File: config.mk
export PLATFORM = sky130hd
export DESIGN_NAME = burst_col_seq
export DESIGN_NICKNAME = d
export VERILOG_FILES = /design/src/rtl/bseq_pkg.sv /design/src/rtl/bseq_ctrl.sv /design/src/rtl/bseq_addr_gen.sv /design/src/rtl/burst_col_seq.sv
export SDC_FILE = /design/constraint.sdc
export NUM_CORES = 1
export LEC_CHECK = 0
export BUFFER_PORTS_ARGS = -buffer_cell sky130_fd_sc_hd__buf_4
export CAP_MARGIN = 30
export CORE_UTILIZATION = 30
export DETAILED_ROUTE_END_ITERATION = 6
export PLACE_DENSITY = 0.59
export SYNTH_ARGS = -nofsm -noshare
export SYNTH_HDL_FRONTEND = slang
export SYNTH_SLANG_ARGS = --single-unit
File: constraint.sdc
create_clock -name clk -period 1.6 [get_ports clk]
set_input_delay 0.24 -clock clk [delete_from_list [all_inputs] [get_ports clk]]
set_output_delay 0.24 -clock clk [all_outputs]
set_load 0.01 [all_outputs]
File: src/rtl/bseq_pkg.sv
package bseq_pkg;
  // Widest burst is 2**MAX_LOG beats; beat index width follows from it.
  localparam int unsigned MAX_LOG = 3;

  typedef enum logic [1:0] {
    LEN_2  = 2'd0,
    LEN_4  = 2'd1,
    LEN_8  = 2'd2,
    LEN_8B = 2'd3
  } len_code_e;

  typedef enum logic {
    ORD_SEQ = 1'b0,
    ORD_ILV = 1'b1
  } order_e;

  // Window mask (BL-1) for a length code; also the index of the final beat.
  function automatic logic [MAX_LOG-1:0] len_mask(input len_code_e code);
    case (code)
      LEN_2:   len_mask = MAX_LOG'(1);
      LEN_4:   len_mask = MAX_LOG'(3);
      default: len_mask = MAX_LOG'(7);
    endcase
  endfunction
endpackage

File: src/rtl/bseq_ctrl.sv
module bseq_ctrl #(
  parameter int unsigned IDX_W = 3
) (
  input  logic             clk,
  input  logic             rst_n,
  input  logic             cmd_valid,
  output logic             cmd_ready,
  output logic             cmd_take,
  input  logic [IDX_W-1:0] end_idx,
  input  logic             stop_req,
  output logic             beat_valid,
  input  logic             beat_ready,
  output logic             beat_last,
  output logic [IDX_W-1:0] beat_idx
);
  logic             busy_q;
  logic [IDX_W-1:0] idx_q;
  logic [IDX_W-1:0] end_q;
  logic             beat_fire;
  logic             burst_done;

  assign beat_valid = busy_q;
  assign beat_idx   = idx_q;
  assign beat_last  = busy_q & ((idx_q == end_q) | stop_req);
  assign beat_fire  = busy_q & beat_ready;
  assign burst_done = beat_fire & beat_last;
  assign cmd_ready  = ~busy_q | burst_done;
  assign cmd_take   = cmd_valid & cmd_ready;

  always_ff @(posedge clk or negedge rst_n) begin
    if (!rst_n) begin
      busy_q <= 1'b0;
      idx_q  <= '0;
      end_q  <= '0;
    end else if (cmd_take) begin
      busy_q <= 1'b1;
      idx_q  <= '0;
      end_q  <= end_idx;
    end else if (burst_done) begin
      busy_q <= 1'b0;
    end else if (beat_fire) begin
      idx_q <= idx_q + 1'b1;
    end
  end

  // the beat index never runs past the final beat of the burst
  a_r5_idx_bound: assert property (@(posedge clk) disable iff (!rst_n)
    beat_valid |-> (beat_idx <= end_q));
  // a stalled beat is held in place
  a_r7_hold: assert property (@(posedge clk) disable iff (!rst_n)
    (beat_valid && !beat_ready) |=> (beat_valid && $stable(beat_idx)));
  // the stream goes quiet after the last beat when nothing follows
  a_r10_drop: assert property (@(posedge clk) disable iff (!rst_n)
    (beat_valid && beat_ready && beat_last && !cmd_valid) |=> !beat_valid);
  // a command taken on the last beat starts at beat zero next cycle
  a_r8_back_to_back: assert property (@(posedge clk) disable iff (!rst_n)
    (beat_valid && beat_ready && beat_last && cmd_valid) |=> (beat_valid && beat_idx == '0));
  // a stop on a presented beat marks it final
  a_r6_stop_last: assert property (@(posedge clk) disable iff (!rst_n)
    (beat_valid && stop_req) |-> beat_last);
endmodule

File: src/rtl/bseq_addr_gen.sv
module bseq_addr_gen #(
  parameter int unsigned COL_W = 10,
  parameter int unsigned IDX_W = 3
) (
  input  logic [COL_W-1:0] start_col,
  input  logic [IDX_W-1:0] win_mask,
  input  logic             ilv,
  input  logic [IDX_W-1:0] idx,
  output logic [COL_W-1:0] col
);
  logic [IDX_W-1:0] low_seq;
  logic [IDX_W-1:0] low_ilv;
  logic [IDX_W-1:0] low_mix;

  assign low_seq = start_col[IDX_W-1:0] + idx;
  assign low_ilv = start_col[IDX_W-1:0] ^ idx;
  assign low_mix = ilv ? low_ilv : low_seq;

  // Inside the window a bit takes the mixed value; outside it the start bit
  // passes, which also drops any carry past the window edge.
  for (genvar b = 0; b < IDX_W; b++) begin : g_low
    assign col[b] = win_mask[b] ? low_mix[b] : start_col[b];
  end

  if (COL_W > IDX_W) begin : g_high
    assign col[COL_W-1:IDX_W] = start_col[COL_W-1:IDX_W];
  end
endmodule

File: src/rtl/burst_col_seq.sv
module burst_col_seq
  import bseq_pkg::*;
#(
  parameter int unsigned COL_W = 10
) (
  input  logic             clk,
  input  logic             rst_n,
  input  logic             cmd_valid,
  output logic             cmd_ready,
  input  logic [COL_W-1:0] cmd_col,
  input  logic [1:0]       cmd_len,
  input  logic             cmd_ilv,
  input  logic             stop_req,
  output logic             beat_valid,
  input  logic             beat_ready,
  output logic [COL_W-1:0] beat_col,
  output logic             beat_last
);
  localparam int unsigned IDX_W = MAX_LOG;

  logic             cmd_take;
  logic [IDX_W-1:0] cmd_mask;
  logic [IDX_W-1:0] beat_idx;
  logic [COL_W-1:0] start_q;
  logic [IDX_W-1:0] mask_q;
  order_e           order_q;

  assign cmd_mask = len_mask(len_code_e'(cmd_len));

  always_ff @(posedge clk or negedge rst_n) begin
    if (!rst_n) begin
      start_q <= '0;
      mask_q  <= '0;
      order_q <= ORD_SEQ;
    end else if (cmd_take) begin
      start_q <= cmd_col;
      mask_q  <= cmd_mask;
      order_q <= order_e'(cmd_ilv);
    end
  end

  bseq_ctrl #(.IDX_W(IDX_W)) u_ctrl (
    .clk        (clk),
    .rst_n      (rst_n),
    .cmd_valid  (cmd_valid),
    .cmd_ready  (cmd_ready),
    .cmd_take   (cmd_take),
    .end_idx    (cmd_mask),
    .stop_req   (stop_req),
    .beat_valid (beat_valid),
    .beat_ready (beat_ready),
    .beat_last  (beat_last),
    .beat_idx   (beat_idx)
  );

  bseq_addr_gen #(.COL_W(COL_W), .IDX_W(IDX_W)) u_addr (
    .start_col (start_q),
    .win_mask  (mask_q),
    .ilv       (order_q == ORD_ILV),
    .idx       (beat_idx),
    .col       (beat_col)
  );

  // first beat repeats the command column
  a_r1_first_col: assert property (@(posedge clk) disable iff (!rst_n)
    (cmd_valid && cmd_ready) |=> (beat_valid && beat_col == $past(cmd_col)));
  // bits above the window never change within a burst
  a_r2_upper_fixed: assert property (@(posedge clk) disable iff (!rst_n)
    (beat_valid && beat_ready && !beat_last) |=>
      (beat_valid && beat_col[COL_W-1:IDX_W] == $past(beat_col[COL_W-1:IDX_W])));
  // a stalled beat keeps its address
  a_r7_col_hold: assert property (@(posedge clk) disable iff (!rst_n)
    (beat_valid && !beat_ready) |=> $stable(beat_col));
  // idle block offers to take a command
  a_r9_idle_ready: assert property (@(posedge clk) disable iff (!rst_n)
    !beat_valid |-> cmd_ready);
endmodule

* Word-level counts from Yosys, hierarchy flattened *
Index checks and enable logic that the tools add are counted.

word-level totals
  logic and storage cells = 32
  output and inout bits = 13
  register bits after elaboration = 18
  input port bits = 18

operators by class
  eq/ne operators = 3
  reductions and logical operators = 4
  bitwise logic cells = 8
  muxes and demuxes = 10
  $add $sub $neg = 2

operators with widths
  kind                                            count
  2-to-1 mux 3 bit                                4
  case mux 3 bit (2 select lines)                 1
  2-to-1 mux 1 bit                                5
  bitwise AND 1 bit                               4
  nonzero test 2 bit                              2
  adder 3 x 1 -> 3 bit (second input constant)    1
  adder 3 bit                                     1
  == test 3 bit                                   1
  XOR 3 bit                                       1
  == test 2 x 1 -> 1 bit (second input constant)  1
  zero test 2 bit                                 1
  inequality test 2 bit (second input constant)   1
  OR 1 bit                                        2
  AND reduction 2 bit                             1
  inverter 1 bit                                  1

* Logic depth before layout (Yosys ltp) *
Gate-level depths: netlist of the first run.

  word-level depth = 8
  depth in mapped cells = 6
  mapped depth without buffers = 6

* By module *
A second synthesis of the first run with hierarchy kept.

unflattened totals
  cells, all modules = 87
  area total of the unflattened synthesis = 1116.1 um^2

modules (own cells, without submodules)
  module         times used  area an instance (um^2)  cells each  seq. area each (um^2)
  burst_col_seq  1           531.8                    32          350.3
  bseq_ctrl      1           419.2                    34          175.2
  bseq_addr_gen  1           165.2                    21          0.0

* Least setup slack after synthesis of the first run *
No wires, ideal clock.

  path type = register to output
  start = register u_ctrl.idx_q[0], in the netlist u_ctrl.beat_idx[0]
  end = output port beat_col[2]
  data arrival time = 1.523 ns
  buffers on the path = 0
  path slack = -0.163 ns
  stages on the path, launching flop included = 7
  data required time = 1.360 ns
  path through = dfrtp_1 > ha_1 > fa_1 > nor2b_1 > xnor2_1 > nand2_1 > xnor2_1

on the way
  longest elaborated chain between the ends = 3

RTL lines
  what                      line                 source
  start: declaration        bseq_ctrl.sv:17      logic [IDX_W-1:0] idx_q;
  start signal: assignment  bseq_ctrl.sv:42      idx_q <= idx_q + 1'b1;
  adder 3 bit               bseq_addr_gen.sv:15  assign low_seq = start_col[IDX_W-1:0] + idx;
  2-to-1 mux 3 bit          bseq_addr_gen.sv:17  assign low_mix = ilv ? low_ilv : low_seq;
  2-to-1 mux 1 bit          bseq_addr_gen.sv:22  assign col[b] = win_mask[b] ? low_mix[b] : start_col[b];
  end: declaration          burst_col_seq.sv:16  output logic [COL_W-1:0] beat_col,

Every way passes these cells.

* Final worst setup path of the first run *
Same ends and word-level chain as after synthesis.

==> flow_summary.ini, run 1 <==
[placed_design]
place_ws_ns = -0.394
port_buffers = 30
place_congestion = 0.825
hpwl_mm = 1.57

[worst_setup_path]
path_buf_inv = 2
reg2reg_depth = 7
max_stage_delay_ns = 0.40
worst_setup_path_start_kind = register
crit_slowest_cell = dfrtp_1
r2r-start = u_ctrl.beat_idx[1]
path_class = register to output port
path_cells = buf_6, ha_4, fa_2, nor2b_4, xnor2_1, nand2_1, xnor2_2, buf_4
regToRegEndpoint = order_q
end_kind = output port
cpLargestDelayFamily = adder cells
crit_arrival_ns = 1.90
crit_required_ns = 1.36
reg2reg_slack_ns = -0.24
cp_max_fo = 2

[power]
pwr-share-comb_pct = 55.5
power_leakage_uw = 0.000751
sw_frac_of_total_pct = 33.7
p_clk_share_pct = 12.8
ir_drop_mv = 0.681
total_power_uw = 2220
internal_power_uw = 1470
p_sw_uw = 748
p_seq_share_pct = 31.8
powerDensity_nw_per_um2 = 1380

[cells_and_area]
regArea_um2 = 452
final_nets = 154
final_common_cell = buf_4
areaGrowthSynthToFinish_pct = 64.8
drive_above_1_share_pct = 67.9
multi_input_area_um2 = 598
antennaDiodeCount = 0
nFillCells = 259
final_cell_mix = buf_4 (46), dfrtp_1 (17), mux2_4 (10), buf_6 (7), nor2_1 (5)

[hold_path]
min_to = start_q[4]
min_from = cmd_col[4]
hold_depth = 2
hp-class = input port to register

[sta]
min_period_ns = 2.14
worst_pin_slew_ns = 0.316
finalHoldViolations = 0
relSlewSlack_pct = 78.6
timing.fmax_mhz = 467
drv_slew = 0
fin_skew_ns = 0.00293
worst_slack_ns = -0.542
final-setup-viol-count = 22
period_share_pct = 134
rsz0062_at_grt = yes

[synth]
synth_fp_nets = 101
synth.largest_area_cell = dfrtp_1
syn-cell-area_um2 = 977
netlist.area_leader.share_pct = 46.1
synthCells = 79
ys_warn_count = 0
synth_seq_cells = 18
synthTopCellsByArea = dfrtp_1 (46%), mux2_4 (14%), buf_4 (5.4%), mux2_2 (4.6%), xnor2_1 (4.5%)
syn_avg_cell_area_um2 = 12.4
synth_cell_types = 25
ys_seq_area_share_pct = 46.1

[flow_run]
maxCapViolCount = 0

[outcome]
violations = negative setup slack
outcome = finished, violations left

[global_route]
grt_overflow_total = 0
grt_max_degree = 19
grtUsageTotal_pct = 15.8
grt_pass1_vias = 824
grt_pass1_wl_mm = 3.88
antenna_found_initial = 0

[route]
num_vias = 768
detail-route-antenna-nets = 0
drt-wirelength-per-cell_um = 13.4
drtIter0Drc = 8
dr.pass1.iters = 4
viasPerCell = 4.39
post-route-drc-count = 0
wl_mm = 2.34

[die]
row_count = 20
die_y_um = 59.1
die_x_um = 59.1
initial_utilization_pct = 31.7
die-area_um2 = 3490
core_um2 = 3080
ios = 31

[cts]
cts.sinks = 18
root_buffer = clkbuf_4
htreeDepth = 1
clock_path_buffers = 2
cts_tree = yes
cts_buffers = 3
insertion_delay_ns = 0.29
clk_pin_slew_worst_paths_ns = 0.11
-- final cells by class --
| cell class | count | area share, % |
|---|---|---|
| multi-input combinational | 50 | 37.1 |
| clock buffer | 4 | 2.25 |
| sequential | 18 | 28.0 |
| timing repair buffer | 55 | 28.2 |
| inverter | 4 | 0.932 |
| tap | 44 | 3.42 |
-- power by group through the flow --
stage                     logic [uW]  registers [uW]  clock network [uW]
after global placement           915             693                   0
after floorplan                  575             701                   0
after global routing            1330             722                 327
after detailed placement         934             699                   0
after CTS                       1210             702                 290
final                           1230             705                 283
-- synthesized netlist by cell type (all sizes together) --
cell type  count
dfrtp         18
mux2          13
buf            8
nor2           7
xnor2          5
inv            4
ha             3
o21ai          3
a21oi          2
a32o           2
nand2          2
nand2b         2
a311oi         1
a31oi          1
fa             1
mux2i          1
nand4          1
nor2b          1
o311ai         1
o31ai          1
or2            1
or3            1
-- timing repair --
| action | CTS | global route |
|---|---|---|
| cloned | 1 | 0 |
| pin swaps | 7 | 3 |
| setup endpoints to repair | 19 | 23 |
| buffers inserted | 10 | 1 |
| hold buffers | 1 | 0 |
| hold endpoints to repair | 18 | 0 |
| gates resized for setup | 24 | 4 |
-- state kept, by name, summed over array words and instances, names as in the netlist --
register	flops
u_ctrl.end_q	3
start_q	10
order_q	1
u_ctrl.beat_idx	3
u_ctrl.beat_valid	1
-- metrics by stage --
step                cells  util (%)  hold WS (ns)  setup TNS, ns  area [um2]
detailed placement    160      43.5         0.128          -4.76        1340
global placement      160      43.5         0.122          -4.15        1340
global route          175      52.3         0.133          -5.59        1610
CTS                   176      52.0         0.157          -2.81        1600
finish                175      52.3         0.169          -4.47        1610
floorplan              79         -       -0.0556         -0.329        1010
-- kinds of logic (layout without fill, tap and decap cells) --
logic type	Yosys count	count (layout)	synth area share, %
flops	18	18	46.1
simple gates	15	16	7.56
mux	14	14	19.5
buf+inv	12	63	8.07
compound gates	11	11	8.45
xor+xnor	5	5	4.48
fa+ha+maj	4	4	5.89
-- worst max-delay path by stage --
stage | from | to | slack [ns] | depth (start not counted)
floorplan | u_ctrl.beat_idx[0] | beat_col[2] | -0.1 | 6
global placement | u_ctrl.beat_idx[0] | start_q[2] | -0.34 | 4
detailed placement | u_ctrl.end_q[2] | start_q[3] | -0.39 | 4
CTS | u_ctrl.beat_idx[0] | beat_col[2] | -0.55 | 8
global route | u_ctrl.beat_idx[0] | beat_col[2] | -0.66 | 8
finish | u_ctrl.beat_idx[0] | beat_col[2] | -0.54 | 8
-- layer usage --
layer | up-vias | part of all wire, % | track usage, %
li1 | 372 | - | -
met5 | - | 0 | 0
met4 | 0 | 0 | 5.10
met2 | 21 | 53 | 27.4
met1 | 375 | 43 | 19.5
met3 | 0 | 4.1 | 3.28
Power figures use the tool's default switching activity.
==> run 2, diff against run 1 <==
- PLACE_DENSITY: 0.59 -> 0.57
- clock period: 1.6 -> 2.36 ns (I/O delays scaled with it)
==> run 2 against run 1 <==
Compared with the run above:
- the run now ends clean
- setup slack better by 0.66 ns
- flip-flop and latch count stayed put
- sequential power is 32% lower
- wire length down 24%
- register-to-register slack improved by 0.56 ns
- utilization down 10 points
- total power down 46%
- sequential share of layout area increased by 6.8 points
- via count shrank 12%
==> flow_summary.ini, run 2 (synthesized netlist as in run 1, its figures left out) <==
[outcome]
outcome = finished, final reports clean

[worst_setup_path]
cp_common_cell = xnor2_1
crit_slowest_cell = dfrtp_2
r2r-start = u_ctrl.beat_idx[0]
max_stage_delay_ns = 0.44
end_kind = output port
reg2reg_depth = 7
path_buf_inv = 1
path_class = register to output port
crit_arrival_ns = 1.89
crit_required_ns = 2.01
path_cells = ha_4, fa_2, nor2b_2, xnor2_1, nand2_1, xnor2_1, buf_4
cpLargestDelayFamily = adder cells
worst_setup_path_start_kind = register
cp_max_fo = 2
reg2reg_slack_ns = 0.32
regToRegEndpoint = start_q[2]

[cells_and_area]
drive_above_1_share_pct = 53.6
largest_reg_flops = 10
regMostFlops = start_q
final_common_cell = buf_4
reg.largest.list = start_q: 10 flops, u_ctrl.beat_idx: 3 flops, u_ctrl.end_q: 3 flops
fin_cells = 154
final_cell_mix = buf_4 (34), dfrtp_1 (17), mux2_4 (9), nor2_1 (6), xnor2_1 (5)
final_nets = 133
areaGrowthSynthToFinish_pct = 32.5
fin_area_um2 = 1290
antennaDiodeCount = 0

[route]
post-route-drc-count = 0
route.met2.wl_um = 811
wl_met3_um = 102
drtIter0Drc = 15
detail-route-antenna-nets = 0
drt-wirelength-per-cell_um = 11.6
wl_mm = 1.79
viasPerCell = 4.39
wl_met1_um = 835
dr.pass1.iters = 4
top_layer_used = met4
num_vias = 676

[placed_design]
place_congestion = 0.862
hpwl_mm = 1.28
dp.cells = 146
port_buffers = 30
placed_area_um2 = 1200

[sta]
finalHoldViolations = 0
fin_skew_ns = 0.00578
timing.fmax_mhz = 445
worst_pin_slew_ns = 0.382
period_share_pct = 95.2
min_period_ns = 2.25
rsz0062_at_grt = yes
relSlewSlack_pct = 74.5
drv_slew = 0
final-setup-viol-count = 0

[cts]
clk_pin_slew_worst_paths_ns = 0.10
clock_path_buffers = 2
cts.sinks = 18
htreeDepth = 1
insertion_delay_ns = 0.30
root_buffer = clkbuf_4
cts_buffers = 3
cts_tree = yes

[hold_path]
hp-class = input port to register
min_to = start_q[0]
hold_depth = 2
min_from = cmd_col[0]

[die]
initial_utilization_pct = 31.7
die_y_um = 59.1
die-area_um2 = 3490
row_count = 20
ios = 31
core_um2 = 3080
die_x_um = 59.1

[global_route]
grt_pass1_vias = 691
grt_pass1_wl_mm = 3.04
antenna_found_initial = 0
grt_max_degree = 19
grtUsageTotal_pct = 12.1
grt_overflow_total = 0

[power]
ir_drop_mv = 0.372
powerDensity_nw_per_um2 = 929
power_leakage_uw = 0.000591

[flow_run]
maxCapViolCount = 0
-- run 2: cell count changes in the layout (fill, tap and decap cells not counted), moves of 2 or more --
cell     previous run  this run
xnor2_4             2         0
nor2_4              3         0
o21ai_2             2         0
buf_6               7         0
xnor2_2             2         0
o21ai_0             0         2
xnor2_1             1         5
buf_4              46        34
-- run 2: metal layers --
layer	track usage (%)	up-vias
met5	0	-
met4	8.50	0
met3	2.18	4
met2	18.7	24
met1	15.2	318
li1	-	330
-- run 2: worst max-delay path by stage --
stage / end / cells after the start / from
2_1_floorplan: beat_col[2] / 6 / u_ctrl.beat_idx[0]
3_3_place_gp: beat_col[2] / 7 / u_ctrl.beat_idx[0]
3_5_place_dp: beat_col[2] / 7 / u_ctrl.beat_idx[0]
4_1_cts: beat_col[2] / 7 / u_ctrl.beat_idx[0]
5_1_grt: beat_col[2] / 7 / u_ctrl.beat_idx[0]
6_report: beat_col[2] / 7 / u_ctrl.beat_idx[0]
-- run 2: timing repair --
action / CTS / global route
hold buffers: 1 / 0
endpoints found under the setup margin: 0 / 1
hold endpoints to repair: 18 / 0
resized for setup: 0 / 7
buffers inserted: 0 / 3
-- run 2: area by class of cell --
class	count	area, um2
multi-input combinational	49	472
tap	44	55.1
sequential	18	452
clock buffer	4	36.3
inverter	4	15.0
timing repair buffer	35	265
fill	298	1780
-- run 2: report_power, final --
part	switching (uW)	internal (uW)
clock network	96.3	94.1
registers	80.4	397
logic	217	320
total	393	810
-- run 2: per-stage QoR --
| step | utilization, % | TNS, ns | worst slack [ns] | hold WS, ns | power, uW |
|---|---|---|---|---|---|
| 6_report | 42.1 | 0 | 0.114 | 0.278 | 1200 |
| 5_1_grt | 42.1 | -0.0594 | -0.0594 | 0.274 | 1300 |
| 4_1_cts | 40.5 | 0 | 0.00835 | 0.264 | 1180 |
| 3_5_place_dp | 39.0 | 0 | 0.359 | 0.242 | 976 |
| 3_3_place_gp | 39.0 | 0 | 0.381 | 0.240 | 965 |
| 2_1_floorplan | - | 0 | 0.483 | 0.0584 | 825 |
